**config.mk**
```make
export PLATFORM = sky130hd
export DESIGN_NAME = dma_chan_seq
export DESIGN_NICKNAME = d
export VERILOG_FILES = /design/src/rtl/dma_seq_pkg.sv /design/src/rtl/dma_seq_addr_ctr.sv /design/src/rtl/dma_seq_cnt_ctr.sv /design/src/rtl/dma_seq_fmt.sv /design/src/rtl/dma_seq_out_stage.sv /design/src/rtl/dma_chan_seq.sv
export SDC_FILE = /design/constraint.sdc
export NUM_CORES = 1
export LEC_CHECK = 0
export ABC_CLOCK_PERIOD_IN_PS = 3700
export BUFFER_PORTS_ARGS = -buffer_cell sky130_fd_sc_hd__buf_2
export CORE_UTILIZATION = 55
export DETAILED_ROUTE_END_ITERATION = 8
export GPL_ROUTABILITY_DRIVEN = 0
export PLACE_DENSITY = 0.86
export REMOVE_ABC_BUFFERS = 1
export SLEW_MARGIN = 20
export SYNTH_ARGS = -nofsm -noshare
export SYNTH_HDL_FRONTEND = slang
export SYNTH_HIERARCHICAL = 1
export SYNTH_SLANG_ARGS = --single-unit
```
**constraint.sdc**
```tcl
create_clock -name clk -period 3.7 [get_ports clk]
set_input_delay 0.185 -clock clk [delete_from_list [all_inputs] [get_ports clk]]
set_output_delay 0.185 -clock clk [all_outputs]
set_load 0.03 [all_outputs]
```
**src/rtl/dma_seq_pkg.sv**
```systemverilog
`timescale 1ns/1ps
package dma_seq_pkg;

  typedef struct packed {
    logic dec;
    logic autoinit;
    logic word;
  } chan_mode_t;

  typedef enum logic [1:0] {
    STEP_HOLD   = 2'd0,
    STEP_NEXT   = 2'd1,
    STEP_RELOAD = 2'd2
  } step_op_e;

endpackage

```
**src/rtl/dma_seq_addr_ctr.sv**
```systemverilog
`timescale 1ns/1ps
module dma_seq_addr_ctr
  import dma_seq_pkg::*;
#(
  parameter int W = 16
) (
  input  logic         clk,
  input  logic         rst_n,
  input  logic         load,
  input  logic [W-1:0] load_val,
  input  step_op_e     op,
  input  logic         dec,
  output logic [W-1:0] cur
);
  localparam logic [W-1:0] ONE = W'(1);

  logic [W-1:0] base_q;
  logic [W-1:0] cur_q;

  always_ff @(posedge clk) begin
    if (!rst_n) begin
      base_q <= '0;
      cur_q  <= '0;
    end else if (load) begin
      base_q <= load_val;
      cur_q  <= load_val;
    end else begin
      case (op)
        STEP_NEXT:   cur_q <= dec ? (cur_q - ONE) : (cur_q + ONE);
        STEP_RELOAD: cur_q <= base_q;
        default:     cur_q <= cur_q;
      endcase
    end
  end

  assign cur = cur_q;
endmodule

```
**src/rtl/dma_seq_cnt_ctr.sv**
```systemverilog
`timescale 1ns/1ps
module dma_seq_cnt_ctr
  import dma_seq_pkg::*;
#(
  parameter int W = 16
) (
  input  logic         clk,
  input  logic         rst_n,
  input  logic         load,
  input  logic [W-1:0] load_val,
  input  step_op_e     op,
  output logic         at_zero
);
  localparam logic [W-1:0] ONE = W'(1);

  logic [W-1:0] base_q;
  logic [W-1:0] cur_q;

  always_ff @(posedge clk) begin
    if (!rst_n) begin
      base_q <= '0;
      cur_q  <= '0;
    end else if (load) begin
      base_q <= load_val;
      cur_q  <= load_val;
    end else begin
      case (op)
        STEP_NEXT:   cur_q <= cur_q - ONE;
        STEP_RELOAD: cur_q <= base_q;
        default:     cur_q <= cur_q;
      endcase
    end
  end

  assign at_zero = (cur_q == '0);
endmodule

```
**src/rtl/dma_seq_fmt.sv**
```systemverilog
`timescale 1ns/1ps
module dma_seq_fmt #(
  parameter int ADDR_W      = 16,
  parameter int PAGE_W      = 8,
  parameter int BYTE_PAGE_W = 4,
  localparam int BUS_W      = ADDR_W + PAGE_W
) (
  input  logic              word,
  input  logic [PAGE_W-1:0] page,
  input  logic [ADDR_W-1:0] offset,
  output logic [BUS_W-1:0]  bus_addr
);
  localparam int BYTE_W = ADDR_W + BYTE_PAGE_W;

  logic [BUS_W-1:0] byte_addr;
  logic [BUS_W-1:0] word_addr;

  generate
    if (BUS_W > BYTE_W) begin : g_pad
      assign byte_addr = {{(BUS_W - BYTE_W){1'b0}}, page[BYTE_PAGE_W-1:0], offset};
    end else begin : g_nopad
      assign byte_addr = {page[BYTE_PAGE_W-1:0], offset};
    end
  endgenerate

  assign word_addr = {page[PAGE_W-1:1], offset, 1'b0};
  assign bus_addr  = word ? word_addr : byte_addr;
endmodule

```
**src/rtl/dma_seq_out_stage.sv**
```systemverilog
`timescale 1ns/1ps
module dma_seq_out_stage #(
  parameter int BUS_W = 24
) (
  input  logic             clk,
  input  logic             rst_n,
  input  logic             push,
  input  logic [BUS_W-1:0] push_addr,
  input  logic             push_last,
  input  logic             ready,
  output logic             valid,
  output logic [BUS_W-1:0] addr,
  output logic             last,
  output logic             can_take
);
  logic             valid_q;
  logic [BUS_W-1:0] addr_q;
  logic             last_q;

  always_ff @(posedge clk) begin
    if (!rst_n) begin
      valid_q <= 1'b0;
      addr_q  <= '0;
      last_q  <= 1'b0;
    end else if (push) begin
      valid_q <= 1'b1;
      addr_q  <= push_addr;
      last_q  <= push_last;
    end else if (ready) begin
      valid_q <= 1'b0;
    end
  end

  assign can_take = !valid_q || ready;
  assign valid    = valid_q;
  assign addr     = addr_q;
  assign last     = last_q;
endmodule

```
**src/rtl/dma_chan_seq.sv**
```systemverilog
`timescale 1ns/1ps
module dma_chan_seq
  import dma_seq_pkg::*;
#(
  parameter int ADDR_W      = 16,
  parameter int PAGE_W      = 8,
  parameter int CNT_W       = 16,
  parameter int BYTE_PAGE_W = 4,
  localparam int BUS_W      = ADDR_W + PAGE_W
) (
  input  logic              clk,
  input  logic              rst_n,
  input  logic              cfg_load,
  input  logic [ADDR_W-1:0] cfg_offset,
  input  logic [PAGE_W-1:0] cfg_page,
  input  logic [CNT_W-1:0]  cfg_count,
  input  logic              cfg_dec,
  input  logic              cfg_auto,
  input  logic              cfg_word,
  input  logic              ack_valid,
  output logic              ack_ready,
  output logic              xfer_valid,
  input  logic              xfer_ready,
  output logic [BUS_W-1:0]  xfer_addr,
  output logic              xfer_last,
  output logic              chan_masked,
  output logic              chan_done
);
  chan_mode_t        mode_q;
  logic [PAGE_W-1:0] page_q;
  logic              masked_q;
  logic              done_q;
  logic              word_q;
  logic              auto_q;

  logic              stage_can_take;
  logic              accept;
  logic              cnt_zero;
  step_op_e          op;
  logic [ADDR_W-1:0] cur_offset;
  logic [BUS_W-1:0]  formed_addr;

  assign word_q    = mode_q.word;
  assign auto_q    = mode_q.autoinit;
  assign ack_ready = !masked_q && !cfg_load && stage_can_take;
  assign accept    = ack_valid && ack_ready;

  always_comb begin
    if (!accept)                 op = STEP_HOLD;
    else if (cnt_zero && auto_q) op = STEP_RELOAD;
    else                         op = STEP_NEXT;
  end

  always_ff @(posedge clk) begin
    if (!rst_n) begin
      mode_q   <= '0;
      page_q   <= '0;
      masked_q <= 1'b1;
      done_q   <= 1'b0;
    end else if (cfg_load) begin
      mode_q   <= '{dec: cfg_dec, autoinit: cfg_auto, word: cfg_word};
      page_q   <= cfg_page;
      masked_q <= 1'b0;
      done_q   <= 1'b0;
    end else if (accept && cnt_zero) begin
      done_q <= 1'b1;
      if (!auto_q) masked_q <= 1'b1;
    end
  end

  dma_seq_addr_ctr #(.W(ADDR_W)) u_addr (
    .clk      (clk),
    .rst_n    (rst_n),
    .load     (cfg_load),
    .load_val (cfg_offset),
    .op       (op),
    .dec      (mode_q.dec),
    .cur      (cur_offset)
  );

  dma_seq_cnt_ctr #(.W(CNT_W)) u_cnt (
    .clk      (clk),
    .rst_n    (rst_n),
    .load     (cfg_load),
    .load_val (cfg_count),
    .op       (op),
    .at_zero  (cnt_zero)
  );

  dma_seq_fmt #(
    .ADDR_W      (ADDR_W),
    .PAGE_W      (PAGE_W),
    .BYTE_PAGE_W (BYTE_PAGE_W)
  ) u_fmt (
    .word     (word_q),
    .page     (page_q),
    .offset   (cur_offset),
    .bus_addr (formed_addr)
  );

  dma_seq_out_stage #(.BUS_W(BUS_W)) u_out (
    .clk       (clk),
    .rst_n     (rst_n),
    .push      (accept),
    .push_addr (formed_addr),
    .push_last (cnt_zero),
    .ready     (xfer_ready),
    .valid     (xfer_valid),
    .addr      (xfer_addr),
    .last      (xfer_last),
    .can_take  (stage_can_take)
  );

  assign chan_masked = masked_q;
  assign chan_done   = done_q;
endmodule

```
==> impl_results.md, run 1 <==
- Summed area of non-filler cells in the final layout: approximately 0.0065 mm^2
- Reg2reg start: u_cnt/cur_q[0]
- Minimum clock period after layout: ~3.2 ns
- Yosys warns: 6
- Area growth from synthesis to final layout: 9.64%
- Post-synth cell types: between 70 and 80
- Worst EP required: 4.00 ns
- Number of DRC violations after detailed routing: 0
- Largest net degree at the start of global routing: approximately 70
- Placed instance area: approximately 0.0063 mm^2
- Detailed-routing iteration count for the pre-antenna-repair pass: 5
- Async set or reset register ratio after synthesis: 0%
- Via-per-instance ratio: 5.89
- Synthesis-stage register bit count: 103
- Measured slew at the worst slew-check pin: 0.827 ns
- Avg Inst Size Synth: 8.95 um^2
- Number of buffers added by the clock tree synthesis step: 9
- Maximum capacitance violations: 0
- Crit start category: flop
- Headroom to the max-slew limit: between 40% and 50%
- Static leakage power: between 2 and 3 nW
- Area inside the core boundary: ~0.010 mm^2
- RSZ-0062 raised after global routing: false
- # nets final: ~780
- WP buf/inv: 3
- Cells after synthesis: 660
- Total congestion overflow after global routing: 0
- CTS clock-pin slew for the worst setup and hold paths: ~0.10 ns
- Setup Viol. Count Final: 0
- Post-detailed-routing wire length: ~14 mm
- Gr usage total: between 20% and 30%
- Post-route antenna net violation count: 0
- Largest vdd supply drop: around 0.18 mV
- Post-detail-place hpwl: 9.38 mm
- Insertion delay to the later sink of the worst-skew pair: 0.38 ns
- Fmax: ~0.31 GHz
- Final routed wire length divided by cell count: approximately 16 um
- EDFF count, synth: 0
- First element of the critical path: u_cnt/cur_q[0]
- Mapped Area: between 0.005 and 0.006 mm^2
- Category of the most critical setup path: flop to flop
- Slowest CP cell: dfxtp_1
- Clock tree from TritonCTS: built
- Initial antenna violation count: 0
- P per Cell Area: 371 mW/mm^2
- Final hold violations: 0
- Post-synth top area share: between 30% and 40%
- Most instantiated library cell after synthesis: dfxtp_1
- Vias in the first global route: 4857
- Cts hold-fix bufs: 0
- HP Start: cfg_offset[12]
- Share of final-layout standard cells stronger than drive strength 1: 19.0%
- Type of the tightest min-delay check: input port to flop
- Arrival time of the worst setup path: 3.50 ns
- Final standard cell utilization of the core: 62.5%
- Share of the cycle needed by the critical path after routing: between 80% and 90%
- Total power after layout: between 0.002 and 0.0025 W
- Ant. Diodes: 0
- Number of max-slew violations in the final report: 0
- Chip height: between 100 and 150 um
- Leading cell types by count after synthesis: dfxtp_1 (103), nand2_1 (63), nor2b_1 (53)
- First-pass GRT wire length: approximately 23 mm
- Count of boundary I/O pins: 77
- Die outline width: approximately 110 um
- Total clock sinks: between 100 and 150
- Layout fillers: between 800 and 900
- Violation count after the first detailed-route iteration: between 300 and 400
- Biggest area consumer among synthesized cells: dfxtp_1
- Placement row count: 37
- Prevailing post-synth register cell: dfxtp_1
- CTS Root Cell: clkbuf_8
- Outcome: completed
- CTS HTree Levels: 3
- Worst stage delay on the critical path: 0.39 ns
- Post-Route Skew: approximately 0.011 ns
- Buffers on Ports: 76
- CTS resizes: 0
- Max Root-Sink Buffers: 2
- Share of synthesized area occupied by flip-flops and latches: about a third
- Top cells by area, synth: dfxtp_1 (35%), mux2i_1 (8.3%), nor2b_1 (5.6%)
- Crit-path max FO: 14
- Critical path capture point type: flop
- Gate family responsible for the most delay along the worst path: simple AND/OR/NAND/NOR gates
- Critical path, cell by cell: inv_1 -> ha_1 -> nor4b_2 -> nand2_1 -> nor3_1 -> buf_4 -> nand2_1 -> nor2_1 -> buf_4 -> and2b_1 -> or3_4 -> o21ai_0 -> or3_1 -> o32ai_1
- Area of the die: between 0.01 and 0.015 mm^2
- Post-CTS setup repair buffer count: 0
- Initial core utilization: 57.0%
- Total number of vias: just over 5k
## sequential cells by signal (all words and copies together), names as in the netlist
signal	count
u_cnt/cur_q	16
auto_q	1
page_q	8
mode_q	1
u_cnt/base_q	16
u_out/addr	24
chan_done	1
word_q	1
u_addr/base_q	16
u_addr/cur	16
chan_masked	1
u_out/last	1
u_out/valid	1
## layer usage
metal  wire, um  global-route usage [%]  vias up
li1           -                       -     2467
met1       6150                    32.1     2374
met2       6580                    41.4      188
met3        706                    2.72       25
met4        286                    12.2        0
met5          0                       0        -
## stage by stage
step | cells | setup TNS (ns) | hold slack [ns] | worst slack, ns
6_report | 858 | 0 | 0.0644 | 0.500
3_5_place_dp | 842 | 0 | 0.451 | 0.559
4_1_cts | 858 | 0 | 0.0492 | 0.528
3_3_place_gp | 842 | 0 | 0.445 | 0.650
2_1_floorplan | 618 | -0.00335 | 0.264 | -0.00335
5_1_grt | 858 | 0 | 0.0750 | 0.199
## logic make-up (layout without fill, tap and decap cells)
logic type | count (synthesis) | count (layout) | synth area share [%]
AND/OR/NAND/NOR | 232 | 232 | 21.7
AO/OA/AOI/OAI | 172 | 172 | 19.3
flip-flops | 103 | 103 | 34.9
multiplexers | 71 | 71 | 13.4
buffers and inverters | 54 | 116 | 5.36
adder cells (fa/ha/maj) | 16 | 16 | 3.52
XOR/XNOR | 12 | 12 | 1.78
## layout make-up
class | count | area (um^2) | share of cell area, %
clock inverters | 6 | 68.8 | 1.06
flip-flops and latches | 103 | 2060 | 31.9
multi-input cells | 503 | 3530 | 54.5
well taps | 136 | 170 | 2.63
inverters | 12 | 45.0 | 0.695
repair buffers | 88 | 473 | 7.30
clock buffers | 10 | 128 | 1.97
## power by group
group          internal (W)  total [W]  leakage, nW  switching [W]
combinational      0.000209   0.000450         1.73       0.000241
clock              0.000318   0.000724       0.0973       0.000406
sequential          0.00117    0.00123        0.846      0.0000647
## worst paths after layout
| path | endpoint | slack, ns | cells after the start |
|---|---|---|---|
| worst min register to register | u_addr/base_q[15] | 0.49 | 2 |
| worst max-delay path | u_addr/cur[9] | 0.50 | 14 |
| worst max register to register | u_addr/cur[9] | 0.50 | 14 |
| worst min-delay path | u_addr/cur[12] | 0.06 | 3 |
## cell usage in the layout, fill, tap and decap left out, types with 4 or more instances in the layout
master    count
xnor2_1       8
buf_2        75
nand3_1      10
nor2b_1      53
mux2_4       15
o21ai_0      41
nand3b_1      5
nor3b_1       4
xor2_1        4
or3_1         6
a21boi_0     24
a211o_1       5
a211oi_1      9
nor2_1       34
buf_4        13
a31oi_1      10
and2_1        4
o31ai_1       6
nand2b_1     17
o211ai_1      7
ha_1         15
nor3_1       13
inv_1        11
clkbuf_8      9
dfxtp_1     102
nor4_1        4
nand2_1      63
a21oi_1      34
mux2_2        5
mux2i_1      49
## worst reg2reg max path: stages, from the launching register on
cell     delay [ns]
dfxtp_1        0.39
inv_1          0.08
ha_1           0.20
nor4b_2        0.25
nand2_1        0.17
nor3_1         0.18
buf_4          0.17
nand2_1        0.06
nor2_1         0.13
buf_4          0.21
and2b_1        0.32
or3_4          0.26
o21ai_0        0.11
or3_1          0.35
o32ai_1        0.25
No activity file was read; power rests on OpenSTA's default activity.
==> run 2: changes to the inputs <==
--- a/config.mk
+++ b/config.mk
@@ -10,7 +10,7 @@
 export CORE_UTILIZATION = 55
 export DETAILED_ROUTE_END_ITERATION = 8
 export GPL_ROUTABILITY_DRIVEN = 0
-export PLACE_DENSITY = 0.86
+export PLACE_DENSITY = 0.74
 export REMOVE_ABC_BUFFERS = 1
 export SLEW_MARGIN = 20
 export SYNTH_ARGS = -nofsm -noshare
==> run 2 against run 1 <==
Effect of this change: non-clock buffer count is the same; die area unchanged; clock skew decreased by 0.0046 ns; via count down 0.81%; clock-buffer cell count is 2 higher; clock power increased by 3.2%; setup slack worse by 0.090 ns; maximum frequency shrank 2.7%; critical endpoint is now u_cnt/cur_q[8]; first-iteration DRC count increased by 23%; highest routed layer unchanged; final area increased by 0.39%; power up 0.84%.
==> impl_results.md, run 2 (synthesized netlist as in run 1, its figures left out) <==
- Category of the most critical setup path: flop to flop
- Post-detail-place hpwl: 9.32 mm (-0.63%)
- Placement row count: 37 (unchanged)
- Number of buffers added by the clock tree synthesis step: 9 (unchanged)
- Worst EP required: 3.97 ns (-0.03 ns)
- Post-CTS setup repair buffer count: 0 (unchanged)
- CTS clock-pin slew for the worst setup and hold paths: 0.09 ns (about the same)
- Area inside the core boundary: 0.0104 mm^2 (unchanged)
- Cts hold-fix bufs: 0 (unchanged)
- Met1 track utilization from global routing: 35.2% (+3.1 points)
- Crit start category: flop
- Fmax: 0.304 GHz (-2.7%)
- CTS Root Cell: clkbuf_8
- Max Root-Sink Buffers: 2 (unchanged)
- Maximum capacitance violations: 0 (unchanged)
- Met2 layer usage reported by global route: 38.4% (-3.0 points)
- Share of the cycle needed by the critical path after routing: 88.9% (+2.4 points)
- Initial core utilization: 57.0% (unchanged)
- Count of boundary I/O pins: 77 (unchanged)
- Placement-stage worst setup slack: 0.324 ns (-0.236 ns)
- Post-route antenna net violation count: 0 (unchanged)
- Buffers on Ports: 76 (unchanged)
- Total clock sinks: 103 (unchanged)
- Arrival time of the worst setup path: 3.56 ns (+0.06 ns)
- Commonest non-fill, non-tap cells in the layout: dfxtp_1 (103), buf_2 (75), nand2_1 (63), nor2b_1 (52), mux2i_1 (49)
- Worst hold slack: 0.0650 ns (+0.000601 ns)
- Area of the die: 0.0112 mm^2 (unchanged)
- Clock tree from TritonCTS: built
- Summed area of non-filler cells in the final layout: 0.00650 mm^2 (+0.39%)
- Gr usage total: 25.0% (+0.092 points)
- Largest vdd supply drop: 0.217 mV (+23%)
- Total number of vias: 5013 (-0.81%)
- Total congestion overflow after global routing: 0 (unchanged)
- Critical path capture point type: flop
- Area growth from synthesis to final layout: 10.1%
- Number of DRC violations after detailed routing: 0 (unchanged)
- P per Cell Area: 373 mW/mm^2 (+0.45%)
- Final routed wire length divided by cell count: 15.7 um (-1.6%)
- Share of final-layout standard cells stronger than drive strength 1: 19.0% (unchanged)
- Violation count after the first detailed-route iteration: 394 (+23%)
- Ant. Diodes: 0 (unchanged)
- Worst setup margin: 0.410 ns (-0.0902 ns)
- Non-filler cells in the finished layout: 858 (unchanged)
- Via-per-instance ratio: 5.84 (-0.81%)
- Worst stage delay on the critical path: 0.48 ns (+0.09 ns)
- Instance count after placement with tap cells included: 842 (unchanged)
- Setup Viol. Count Final: 0 (unchanged)
- Chip height: 106 um (unchanged)
- Detailed-routing iteration count for the pre-antenna-repair pass: 5 (unchanged)
- RSZ-0062 raised after global routing: false
- Initial antenna violation count: 0 (unchanged)
- Max reg flops: 24 (unchanged)
- Insertion delay to the later sink of the worst-skew pair: 0.38 ns (about the same)
- Minimum clock period after layout: 3.29 ns (+0.0902 ns)
- Largest net degree at the start of global routing: 72 (+1.4%)
- Most common cell after layout, fill and taps aside: dfxtp_1
- Post-Route Skew: 0.00683 ns (-0.00463 ns)
- First-pass GRT wire length: 22.5 mm (-0.28%)
- # nets final: 781 (unchanged)
- Slowest CP cell: nand2b_1
- Measured slew at the worst slew-check pin: 0.858 ns (+0.0308 ns)
- Type of the tightest min-delay check: input port to flop
- Vias in the first global route: 4764 (-1.9%)
- Headroom to the max-slew limit: 42.7% (-2.1 points)
- Global-route track usage on met3: 3.15% (+0.43 points)
- Placed instance area: 0.00629 mm^2 (+0.20%)
- Static leakage power: 2.68 nW (+0.51%)
- Number of max-slew violations in the final report: 0 (unchanged)
- Post-detailed-routing wire length: 13.5 mm (-1.6%)
- Outcome: completed
- Final hold violations: 0 (unchanged)
- Die outline width: 106 um (unchanged)
- GRT busiest layer: met2
- CTS HTree Levels: 3 (unchanged)
- Crit-path max FO: 18 (+4)
- Accumulated negative setup slack: 0 ns (unchanged)
- Critical path, cell by cell: inv_1 -> ha_1 -> nor4b_2 -> nand2_1 -> nor3_1 -> a21oi_1 -> buf_4 -> nand2b_1 -> o21ai_0 -> a31oi_1 -> o221a_2
## run 2: cell count changes in the layout (fill, tap and decap cells not counted)
cell / delta
nor2b_1: -1
dfxtp_1: +1
clkinvlp_4: -1
nor2b_2: +1
dfxtp_2: -1
buf_4: -1
clkbuf_8: +2
buf_12: +1
inv_6: -1
## run 2: worst paths after layout
path	cells after the start	to	slack, ns	start
worst min register to register	2	u_cnt/base_q[12]	0.48	u_cnt/base_q[12]
worst max-delay path	11	u_cnt/cur_q[8]	0.41	u_cnt/cur_q[1]
worst min-delay path	3	u_addr/cur[12]	0.06	cfg_offset[12]
worst max register to register	11	u_cnt/cur_q[8]	0.41	u_cnt/cur_q[1]
## run 2: repair_timing
item | in CTS | in global routing
endpoints found under the setup margin | 0 | 1
gates resized for setup | 0 | 1
hold endpoints to repair | 0 | 0
## run 2: stage by stage
step	util (%)	total power (W)
2_1_floorplan	-	0.00155
3_3_place_gp	60.7	0.00168
3_5_place_dp	60.7	0.00170
4_1_cts	62.7	0.00244
5_1_grt	62.7	0.00254
6_report	62.7	0.00243
## run 2: area by class of cell
class / count / area, um^2
Multi-Input combinational cell: 503 / 3530
Timing Repair Buffer: 88 / 485
Clock buffer: 12 / 155
Sequential cell: 103 / 2060
Inverter: 12 / 45.0
Fill cell: 899 / 3870
Clock inverter: 4 / 52.6
Tap cell: 136 / 170
## run 2: metal layers
metal  up-vias  part of all wire, %
li1       2470                    -
met1      2387                   49
met2       136                   45
met3        20                  4.3
met4         0                  2.0
met5         -                    0
## run 2: where the power goes
group | total (W) | switching (W) | internal [W]
sequential | 0.00123 | 0.0000624 | 0.00117
clock | 0.000747 | 0.000394 | 0.000353
combinational | 0.000450 | 0.000239 | 0.000210
## run 2: worst max-delay path, delay by kind of cell, from the launching register on
family,cells,cell delay [ns]
buffers and inverters,2,0.33
adders and majority gates,1,0.19
DFF,1,0.38
and+or+nand+nor,4,1.23
AOI/OAI and AO/OA,4,1.04
